## src/rtl/rtc_pkg.sv

```systemverilog
`timescale 1ns/1ps
package rtc_pkg;
  // Register byte offsets decoded by the bus side
  localparam int unsigned REG_BUSY   = 32'h04;
  localparam int unsigned REG_SECS   = 32'h08;
  localparam int unsigned REG_SHADOW = 32'h0C;
  localparam int unsigned REG_MSEC   = 32'h10;
  localparam int unsigned REG_ALM0   = 32'h14;  // alarm B at REG_ALM0 + 4
  localparam int unsigned REG_MASK   = 32'h28;
  localparam int unsigned REG_STAT   = 32'h2C;

  // Pending and mask layout: bit 0 alarm A, bit 1 alarm B, bits 4..2 unused
  localparam int unsigned STAT_W  = 5;
  localparam int unsigned N_ALARM = 2;

  typedef logic [31:0] word_t;
endpackage

```

## src/rtl/rtc_time_core.sv

```systemverilog
`timescale 1ns/1ps
module rtc_time_core #(
  parameter int unsigned TICKS_PER_MS = 32,
  parameter int unsigned MS_PER_SEC   = 1000,
  parameter int unsigned MS_W         = (MS_PER_SEC > 1) ? $clog2(MS_PER_SEC) : 1
) (
  input  logic            clk,
  input  logic            rst_n,
  input  logic            slow_tick,
  input  logic            sec_load,
  input  logic [31:0]     sec_wdata,
  output logic [MS_W-1:0] ms_q,
  output logic [31:0]     sec_q,
  output logic            sec_step,
  output logic [31:0]     sec_next
);
  logic            ms_step;
  logic            ms_wrap;
  logic [MS_W-1:0] ms_d;
  logic [31:0]     sec_d;

  // Prescaler only when more than one slow tick makes a millisecond
  generate
    if (TICKS_PER_MS > 1) begin : g_pre
      localparam int unsigned PRE_W = $clog2(TICKS_PER_MS);
      logic [PRE_W-1:0] pre_q, pre_d;
      logic             pre_wrap;
      assign pre_wrap = (pre_q == PRE_W'(TICKS_PER_MS - 1));
      always_comb begin
        pre_d = pre_q;
        if (slow_tick) pre_d = pre_wrap ? '0 : pre_q + 1'b1;
      end
      always_ff @(posedge clk or negedge rst_n) begin
        if (!rst_n) pre_q <= '0;
        else        pre_q <= pre_d;
      end
      assign ms_step = slow_tick & pre_wrap;
    end else begin : g_nopre
      assign ms_step = slow_tick;
    end
  endgenerate

  assign ms_wrap  = (ms_q == MS_W'(MS_PER_SEC - 1));
  assign sec_step = ms_step & ms_wrap;
  assign sec_next = sec_q + 32'd1;

  always_comb begin
    ms_d = ms_q;
    if (ms_step) ms_d = ms_wrap ? '0 : ms_q + 1'b1;
    sec_d = sec_q;
    if (sec_load)      sec_d = sec_wdata;
    else if (sec_step) sec_d = sec_next;
  end

  always_ff @(posedge clk or negedge rst_n) begin
    if (!rst_n) begin
      ms_q  <= '0;
      sec_q <= '0;
    end else begin
      ms_q  <= ms_d;
      sec_q <= sec_d;
    end
  end
endmodule

```

## src/rtl/rtc_publish.sv

```systemverilog
`timescale 1ns/1ps
module rtc_publish #(
  parameter int unsigned COPY_PERIOD = 8,
  parameter int unsigned BUSY_CYCLES = 2,
  parameter int unsigned MS_W        = 10
) (
  input  logic            clk,
  input  logic            rst_n,
  input  logic            slow_tick,
  input  logic [31:0]     live_sec,
  input  logic [MS_W-1:0] live_ms,
  output logic [31:0]     pub_sec,
  output logic [MS_W-1:0] pub_ms,
  output logic            busy
);
  localparam int unsigned CP_W = (COPY_PERIOD > 1) ? $clog2(COPY_PERIOD) : 1;
  localparam int unsigned BC_W = $clog2(BUSY_CYCLES + 1);

  logic [CP_W-1:0] cp_q, cp_d;
  logic [BC_W-1:0] bc_q, bc_d;
  logic            cp_last, start, capture;
  logic [31:0]     psec_d;
  logic [MS_W-1:0] pms_d;

  assign cp_last = (cp_q == CP_W'(COPY_PERIOD - 1));
  assign start   = slow_tick & cp_last;
  assign capture = (bc_q == BC_W'(1));
  assign busy    = (bc_q != '0);

  always_comb begin
    cp_d = cp_q;
    if (slow_tick) cp_d = cp_last ? '0 : cp_q + 1'b1;
    bc_d = bc_q;
    if (start)      bc_d = BC_W'(BUSY_CYCLES);
    else if (busy)  bc_d = bc_q - 1'b1;
    psec_d = pub_sec;
    pms_d  = pub_ms;
    if (capture) begin
      psec_d = live_sec;
      pms_d  = live_ms;
    end
  end

  always_ff @(posedge clk or negedge rst_n) begin
    if (!rst_n) begin
      cp_q    <= '0;
      bc_q    <= '0;
      pub_sec <= '0;
      pub_ms  <= '0;
    end else begin
      cp_q    <= cp_d;
      bc_q    <= bc_d;
      pub_sec <= psec_d;
      pub_ms  <= pms_d;
    end
  end
endmodule

```

## src/rtl/rtc_alarm_irq.sv

```systemverilog
`timescale 1ns/1ps
module rtc_alarm_irq #(
  parameter int unsigned N_ALARM = 2,
  parameter int unsigned STAT_W  = 5
) (
  input  logic                           clk,
  input  logic                           rst_n,
  input  logic                           sec_step,
  input  logic [31:0]                    sec_next,
  input  logic [N_ALARM-1:0][31:0]       alarm_val,
  input  logic                           clr_we,
  input  logic                           mask_we,
  input  logic [STAT_W-1:0]              wdata_lo,
  output logic [STAT_W-1:0]              status_q,
  output logic [STAT_W-1:0]              mask_q,
  output logic [N_ALARM-1:0]             hit,
  output logic                           irq
);
  logic [STAT_W-1:0] set_vec, status_d, mask_d;

  generate
    for (genvar i = 0; i < N_ALARM; i++) begin : g_cmp
      assign hit[i] = sec_step && (alarm_val[i] != '0) && (sec_next == alarm_val[i]);
    end
  endgenerate

  always_comb begin
    set_vec              = '0;
    set_vec[N_ALARM-1:0] = hit;
    status_d = (status_q & ~(clr_we ? wdata_lo : '0)) | set_vec;
    mask_d   = mask_we ? wdata_lo : mask_q;
  end

  always_ff @(posedge clk or negedge rst_n) begin
    if (!rst_n) begin
      status_q <= '0;
      mask_q   <= '0;
    end else begin
      status_q <= status_d;
      mask_q   <= mask_d;
    end
  end

  assign irq = |(status_q & mask_q);
endmodule

```

## src/rtl/rtc_shadow_timer.sv

```systemverilog
`timescale 1ns/1ps
module rtc_shadow_timer
  import rtc_pkg::*;
#(
  parameter int unsigned ADDR_W       = 8,
  parameter int unsigned TICKS_PER_MS = 32,
  parameter int unsigned MS_PER_SEC   = 1000,
  parameter int unsigned COPY_PERIOD  = 8,
  parameter int unsigned BUSY_CYCLES  = 2
) (
  input  logic              clk,
  input  logic              rst_n,
  input  logic              slow_tick,
  input  logic              bus_rd,
  input  logic              bus_wr,
  input  logic [ADDR_W-1:0] bus_addr,
  input  logic [31:0]       bus_wdata,
  output logic [31:0]       bus_rdata,
  output logic              irq
);
  localparam int unsigned MS_W = (MS_PER_SEC > 1) ? $clog2(MS_PER_SEC) : 1;

  logic                      wr_secs, wr_mask, wr_stat, rd_msec;
  logic [MS_W-1:0]           ms_live, pub_ms;
  logic [31:0]               sec_live, sec_next, pub_sec;
  logic                      sec_step, busy_w;
  logic [N_ALARM-1:0][31:0]  alm_vals;
  logic [N_ALARM-1:0]        hit_w;
  logic [STAT_W-1:0]         stat_w, mask_w;
  word_t                     shadow_q, shadow_d, rdata_d;

  assign wr_secs = bus_wr && (bus_addr == ADDR_W'(REG_SECS));
  assign wr_mask = bus_wr && (bus_addr == ADDR_W'(REG_MASK));
  assign wr_stat = bus_wr && (bus_addr == ADDR_W'(REG_STAT));
  assign rd_msec = bus_rd && (bus_addr == ADDR_W'(REG_MSEC));

  rtc_time_core #(
    .TICKS_PER_MS(TICKS_PER_MS), .MS_PER_SEC(MS_PER_SEC), .MS_W(MS_W)
  ) u_core (
    .clk(clk), .rst_n(rst_n), .slow_tick(slow_tick),
    .sec_load(wr_secs), .sec_wdata(bus_wdata),
    .ms_q(ms_live), .sec_q(sec_live), .sec_step(sec_step), .sec_next(sec_next)
  );

  rtc_publish #(
    .COPY_PERIOD(COPY_PERIOD), .BUSY_CYCLES(BUSY_CYCLES), .MS_W(MS_W)
  ) u_pub (
    .clk(clk), .rst_n(rst_n), .slow_tick(slow_tick),
    .live_sec(sec_live), .live_ms(ms_live),
    .pub_sec(pub_sec), .pub_ms(pub_ms), .busy(busy_w)
  );

  // Alarm value registers, one per compare channel
  generate
    for (genvar i = 0; i < N_ALARM; i++) begin : g_alm
      logic        we;
      logic [31:0] val_q, val_d;
      assign we = bus_wr && (bus_addr == ADDR_W'(REG_ALM0 + 4 * i));
      always_comb val_d = we ? bus_wdata : val_q;
      always_ff @(posedge clk or negedge rst_n) begin
        if (!rst_n) val_q <= '0;
        else        val_q <= val_d;
      end
      assign alm_vals[i] = val_q;
    end
  endgenerate

  rtc_alarm_irq #(.N_ALARM(N_ALARM), .STAT_W(STAT_W)) u_irq (
    .clk(clk), .rst_n(rst_n), .sec_step(sec_step), .sec_next(sec_next),
    .alarm_val(alm_vals), .clr_we(wr_stat), .mask_we(wr_mask),
    .wdata_lo(bus_wdata[STAT_W-1:0]),
    .status_q(stat_w), .mask_q(mask_w), .hit(hit_w), .irq(irq)
  );

  // Shadow seconds follow the published seconds on a milliseconds read
  always_comb shadow_d = rd_msec ? pub_sec : shadow_q;
  always_ff @(posedge clk or negedge rst_n) begin
    if (!rst_n) shadow_q <= '0;
    else        shadow_q <= shadow_d;
  end

  always_comb begin
    rdata_d = '0;
    case (bus_addr)
      ADDR_W'(REG_BUSY):   rdata_d = {31'b0, busy_w};
      ADDR_W'(REG_SECS):   rdata_d = pub_sec;
      ADDR_W'(REG_SHADOW): rdata_d = shadow_q;
      ADDR_W'(REG_MSEC):   rdata_d = {{(32 - MS_W){1'b0}}, pub_ms};
      ADDR_W'(REG_MASK):   rdata_d = {{(32 - STAT_W){1'b0}}, mask_w};
      ADDR_W'(REG_STAT):   rdata_d = {{(32 - STAT_W){1'b0}}, stat_w};
      default:             rdata_d = '0;
    endcase
    for (int i = 0; i < N_ALARM; i++) begin
      if (bus_addr == ADDR_W'(REG_ALM0 + 4 * i)) rdata_d = alm_vals[i];
    end
  end
  assign bus_rdata = rdata_d;
endmodule

```

## config.mk

```make
export PLATFORM = sky130hd
export DESIGN_NAME = rtc_shadow_timer
export DESIGN_NICKNAME = d
export VERILOG_FILES = /design/src/rtl/rtc_pkg.sv /design/src/rtl/rtc_time_core.sv /design/src/rtl/rtc_publish.sv /design/src/rtl/rtc_alarm_irq.sv /design/src/rtl/rtc_shadow_timer.sv
export SDC_FILE = /design/constraint.sdc
export NUM_CORES = 1
export LEC_CHECK = 0
export ABC_CLOCK_PERIOD_IN_PS = 5350
export CORE_UTILIZATION = 50
export CTS_BUF_LIST = sky130_fd_sc_hd__clkbuf_4
export DETAILED_ROUTE_END_ITERATION = 8
export PLACE_DENSITY = 0.75
export SETUP_SLACK_MARGIN = 0.05
export SLEW_MARGIN = 20
export SYNTH_ARGS = -nofsm -noshare
export SYNTH_HDL_FRONTEND = slang
export SYNTH_HIERARCHICAL = 1
export SYNTH_SLANG_ARGS = --single-unit
```

## constraint.sdc

```tcl
create_clock -name clk -period 5.35 [get_ports clk]
set_input_delay 0.8025 -clock clk [delete_from_list [all_inputs] [get_ports clk]]
set_output_delay 0.8025 -clock clk [all_outputs]
set_load 0.1 [all_outputs]
```

[Word-level counts from Yosys, hierarchy flattened]
Index checks and enable logic that the tools add are counted.
W data, S select, Z words.
Cells by class
  add/sub/neg operators: 5
  eq/ne operators: 14
  mux-type cells: 11
  bitwise gates (word level): 7
  reductions and logical operators: 16
Operator list (count)
  $pmux W32 S6: 1
  $mux W32: 4
  $eq A32 B32 Y1: 2
  $reduce_bool A32 Y1: 2
  $add A32 B1 Y32 const B: 1
  $eq A8 B5 Y1 const B: 3
  $eq A8 B4 Y1 const B: 2
  $eq A8 B6 Y1 const B: 2
  $add A10 B1 Y10 const B: 1
  $and A5 B5 Y5: 2
  $eq A10 B10 Y1 const B: 1
  $logic_and A1 B1 Y1: 10
  $mux W10: 1
  $mux W5: 2
  $eq A8 B3 Y1 const B: 1
  $reduce_bool A2 Y1: 3
  $add A5 B1 Y5 const B: 1
  $eq A5 B5 Y1 const B: 1
  $not A5 Y5: 1
  $or A5 B2 Y5: 1
  $reduce_or A5 Y1: 1
  $mux W2: 2
  $add A3 B1 Y3 const B: 1
  $and A1 B1 Y1: 3
  other kinds (4): 4
Word-level totals
  register bits after elaboration: 200
  bits of input ports: 45
  output and inout bits: 33
  word-level logic and storage cells: 65

[Depth between registers and ports, before layout]
  depth after elaboration: 6
  mapped depth: 11
  gate-level depth less buffers: 10

[Hierarchy]
The synthesis kept the hierarchy.
Modules (own cells, without submodules)
  rtc_shadow_timer: instances 1, cells each 396, area an instance 4887.2 um2
  rtc_time_core: instances 1, cells each 351, area an instance 3066.7 um2
  rtc_publish: instances 1, cells each 111, area an instance 2023.2 um2
  rtc_alarm_irq: instances 1, cells each 135, area an instance 1219.9 um2

[Worst setup path before layout]
Ideal clock, no wire load.
  path kind: input port to output port
  from: in bus_addr[1]
  to: out bus_rdata[10]
  arrival: 3274 ps
  required time: 4548 ps
  setup slack: 1273 ps
  cell stages on the path: 5
  path buffers: 1
  cells stage by stage: or3b_2 > nor3b_2 > buf_4 > a22oi_1 > a21oi_1
On the way
  cells in the longest elaborated chain, start to end: 4
  elaborated cells between the ends (all ways): 11
  classes of those cells: eq/ne (8); mux (3)
RTL lines
  start, declared: line rtc_shadow_timer.sv:16  | input logic [ADDR_W-1:0] bus_addr,
  $eq A8 B6 Y1, or another cell as far along: line rtc_shadow_timer.sv:84  | case (bus_addr)
  $pmux W32 S6: line rtc_shadow_timer.sv:84
  $mux W32: line rtc_shadow_timer.sv:94  | if (bus_addr == ADDR_W'(REG_ALM0 + 4 * i)) rdata_d = alm_vals[i];
  $mux W32 (*): line rtc_shadow_timer.sv:94
  end, declared: line rtc_shadow_timer.sv:18  | output logic [31:0] bus_rdata,
Every way passes the cells marked *; elsewhere a longest branch is shown, timed or not.

[Worst setup path in the final report]
  from: in bus_addr[3]
  to: out bus_rdata[18]
The elaborated chain is that of the path after synthesis.

==> flow_metrics.py <==
metrics = {
    "worst_setup_path": {
        "reg2reg_setup_slack_ns": 1.93,
        "critPathCapture": "bus_rdata[18]",
        "reg2reg_to": "u_core/sec_q[27]",
        "end_kind": "primary output",
        "worst_ep_arrival_time_ns": 3.49,
        "crit_family": "buffers and inverters",
        "cp_launch_type": "input port",
        "r2r_worst_path_depth": 9,
        "crit_path_start": "bus_addr[3]",
        "timing.critical_path.buf_inv": 3,
        "critPathRequiredTime_ns": 4.55,
        "worst-setup-path-type": "input port to primary output",
        "max_stage_delay_ns": 0.84,
        "critical_path_peak_fanout": 32,
        "cp_num_cells": 6,
        "critical_path.cell_chain": "clkdlybuf4s50_1 > nor4b_2 > nand2_2 > buf_4 > a21oi_1 > buf_12",
        "reg2reg_from": "u_core/g_pre.pre_q[0]",
        "cp_slowest_cell": "sky130_fd_sc_hd__clkdlybuf4s50_1",
    },
    "sta": {
        "fin_crit_ns": 4.30,
        "max_slew_headroom_pct": 31.6,
        "post-route-period-util_pct": 80.3,
        "skew_ns": 0.0353,
        "setup_tns_ns": 0,
        "timing.hold.ws_ns": 0.223,
        "rsz0062_at_grt": "no",
        "worst_slew_pin_slew_ns": 1.03,
        "final_hold_viol_count": 0,
        "final_setup_violation_count": 0,
        "maxClockFrequency_mhz": 233,
        "final-max-slew-violation-count": 0,
        "worst_slack_ns": 1.05,
    },
    "floorplanning": {
        "effective_utilization_at_floorplan_pct": 51.1,
        "rows": 54,
        "die-area_um2": 23000,
        "ios": 78,
        "die_w_um": 152,
        "placeableCoreArea_um2": 21900,
        "die_h_um": 152,
    },
    "power": {
        "clockPowerShare_pct": 26.0,
        "share_comb_of_total_power_pct": 20.8,
        "power.share.switching_pct": 29.7,
        "p_seq_share_pct": 53.2,
        "p_leak_uw": 0.00601,
        "cellPowerDensity_nw_per_um2": 269,
        "power.net_switching_uw": 1010,
        "irDropWorstVdd_uv": 223,
        "cell_internal_pwr_uw": 2390,
    },
    "clocking": {
        "tritoncts_clock_tree": "done",
        "clk_transition_reported_paths_ns": 0.15,
        "cts_inserted_buffers": 17,
        "cts.sink_count": 200,
        "cts_resized": 0,
        "cts-root-to-sink-buffers": 2,
        "clock_tree.htree_level_count": 4,
        "post_cts_hold_buffer_count": 0,
        "clock_insertion_delay_at_the_later_pin_of_the_skew_report_ns": 0.60,
        "clk_root_buffer_cell": "sky130_fd_sc_hd__clkbuf_4",
        "cts_setup_buffers": 0,
    },
    "final_layout": {
        "drive_above_1_share_pct": 25.7,
        "synthToLayoutAreaGrowth_pct": 12.7,
        "layout.cells.most_common": "sky130_fd_sc_hd__dfrtp_1",
        "post-route-util_pct": 57.6,
        "ff_latch_area_um2": 5000,
        "layout.cells.most_common_list": "200 x sky130_fd_sc_hd__dfrtp_1, 132 x sky130_fd_sc_hd__mux2_2, 95 x sky130_fd_sc_hd__xor2_1",
        "finish.net_count": 1098,
        "layout.filler_cells": 1872,
        "multiInputGateArea_um2": 5830,
    },
    "logic_synthesis": {
        "mappedNetlistNets": 1044,
        "synthesis.area_um2": 11200,
        "synth.yosys.warnings": 6,
        "synth_cells": 991,
        "synth.avg_cell_area_um2": 11.3,
    },
    "grt": {
        "first_global_vias": 7832,
        "grt_max_degree": 109,
        "grt_overflow_total": 0,
        "wire_length_of_the_first_global_routing_pass_um": 44600,
        "grt.total_usage_pct": 26.0,
        "grt_antenna_before_repair": 1,
    },
    "drt": {
        "dr.pass1.iters": 5,
        "wirelength_um": 28200,
        "ant_nets": 0,
        "post_drt_wl_per_cell_um": 21.1,
        "drt_iter0_drc": 528,
        "vias": 7993,
        "post_dr_vias_cell": 5.98,
        "route.detailed.drc": 0,
    },
    "hold_path": {
        "holdCritPathClass": "input port to async pin",
    },
    "placement": {
        "post-dp-hpwl_um": 20500,
        "place.gp.congestion": 0.979,
        "port-buffer-count": 77,
        "placement.setup.worst_slack_ns": 1.11,
    },
    "status": {
        "run_status": "completed",
    },
    "run": {
        "maxCapViolCount": 0,
    },
}
metal layers:
| metal | wire length [um] | track usage [%] | share of wire (%) |
|---|---|---|---|
| met4 | 433 | 6.93 | 1.5 |
| met2 | 13400 | 41.0 | 48 |
| met1 | 12700 | 37.0 | 45 |
| met5 | 0 | 0 | 0 |
| met3 | 1610 | 4.61 | 5.7 |
power by group through the flow:
stage               clock network [uW]  registers [uW]  logic [uW]
CTS                                906            1810         705
global route                       969            1830         766
detailed placement                   0            1840         700
global placement                     0            1830         681
finish                             882            1810         705
floorplan                            0            1780         590
worst min path at each step:
stage	start	to	slack, ns	cells after the start
after floorplan	shadow_q[21]	shadow_q[21]	0.45	1
after global placement	shadow_q[21]	shadow_q[21]	0.46	1
after detailed placement	shadow_q[21]	shadow_q[21]	0.47	1
after CTS	rst_n	u_core/g_pre.pre_q[1]	0.23	1
after global routing	rst_n	u_pub/bc_q[0]	0.24	1
final	rst_n	u_core/g_pre.pre_q[1]	0.22	1
sequential cells by signal (all words and copies together), names as in the netlist:
name	count
u_core/sec_q	32
u_pub/bc_q	2
u_irq/mask_q	5
g_alm.val_q	64
shadow_q	32
u_pub/pub_ms	10
u_core/ms_q	10
u_pub/cp_q	3
u_irq/status_q	5
u_pub/pub_sec	32
u_core/g_pre.pre_q	5
through the flow:
stage               cells  area (um^2)  power, uW
floorplan             991        11200       2370
global placement     1306        12300       2510
detailed placement   1306        12300       2540
CTS                  1335        12600       3420
global route         1337        12600       3570
finish               1337        12600       3390
worst reg2reg max path, delay by kind of cell, from the launching register on:
family	cells	cell delay, ns
xor+xnor	1	0.11
buf+inv	1	0.68
compound gates	1	0.09
simple gates	4	1.53
fa+ha+maj	2	0.47
flops	1	0.42
layout make-up:
cell class                      instances  area share (%)
Multi-Input combinational cell        724            46.2
Sequential cell                       200            39.7
Timing Repair Buffer                   89            8.46
Tap cell                              280            2.78
Clock inverter                         11            1.37
Clock buffer                           18            1.07
Inverter                               13           0.387
Antenna cell                            2          0.0397
No activity file was read; power rests on OpenSTA's default activity.
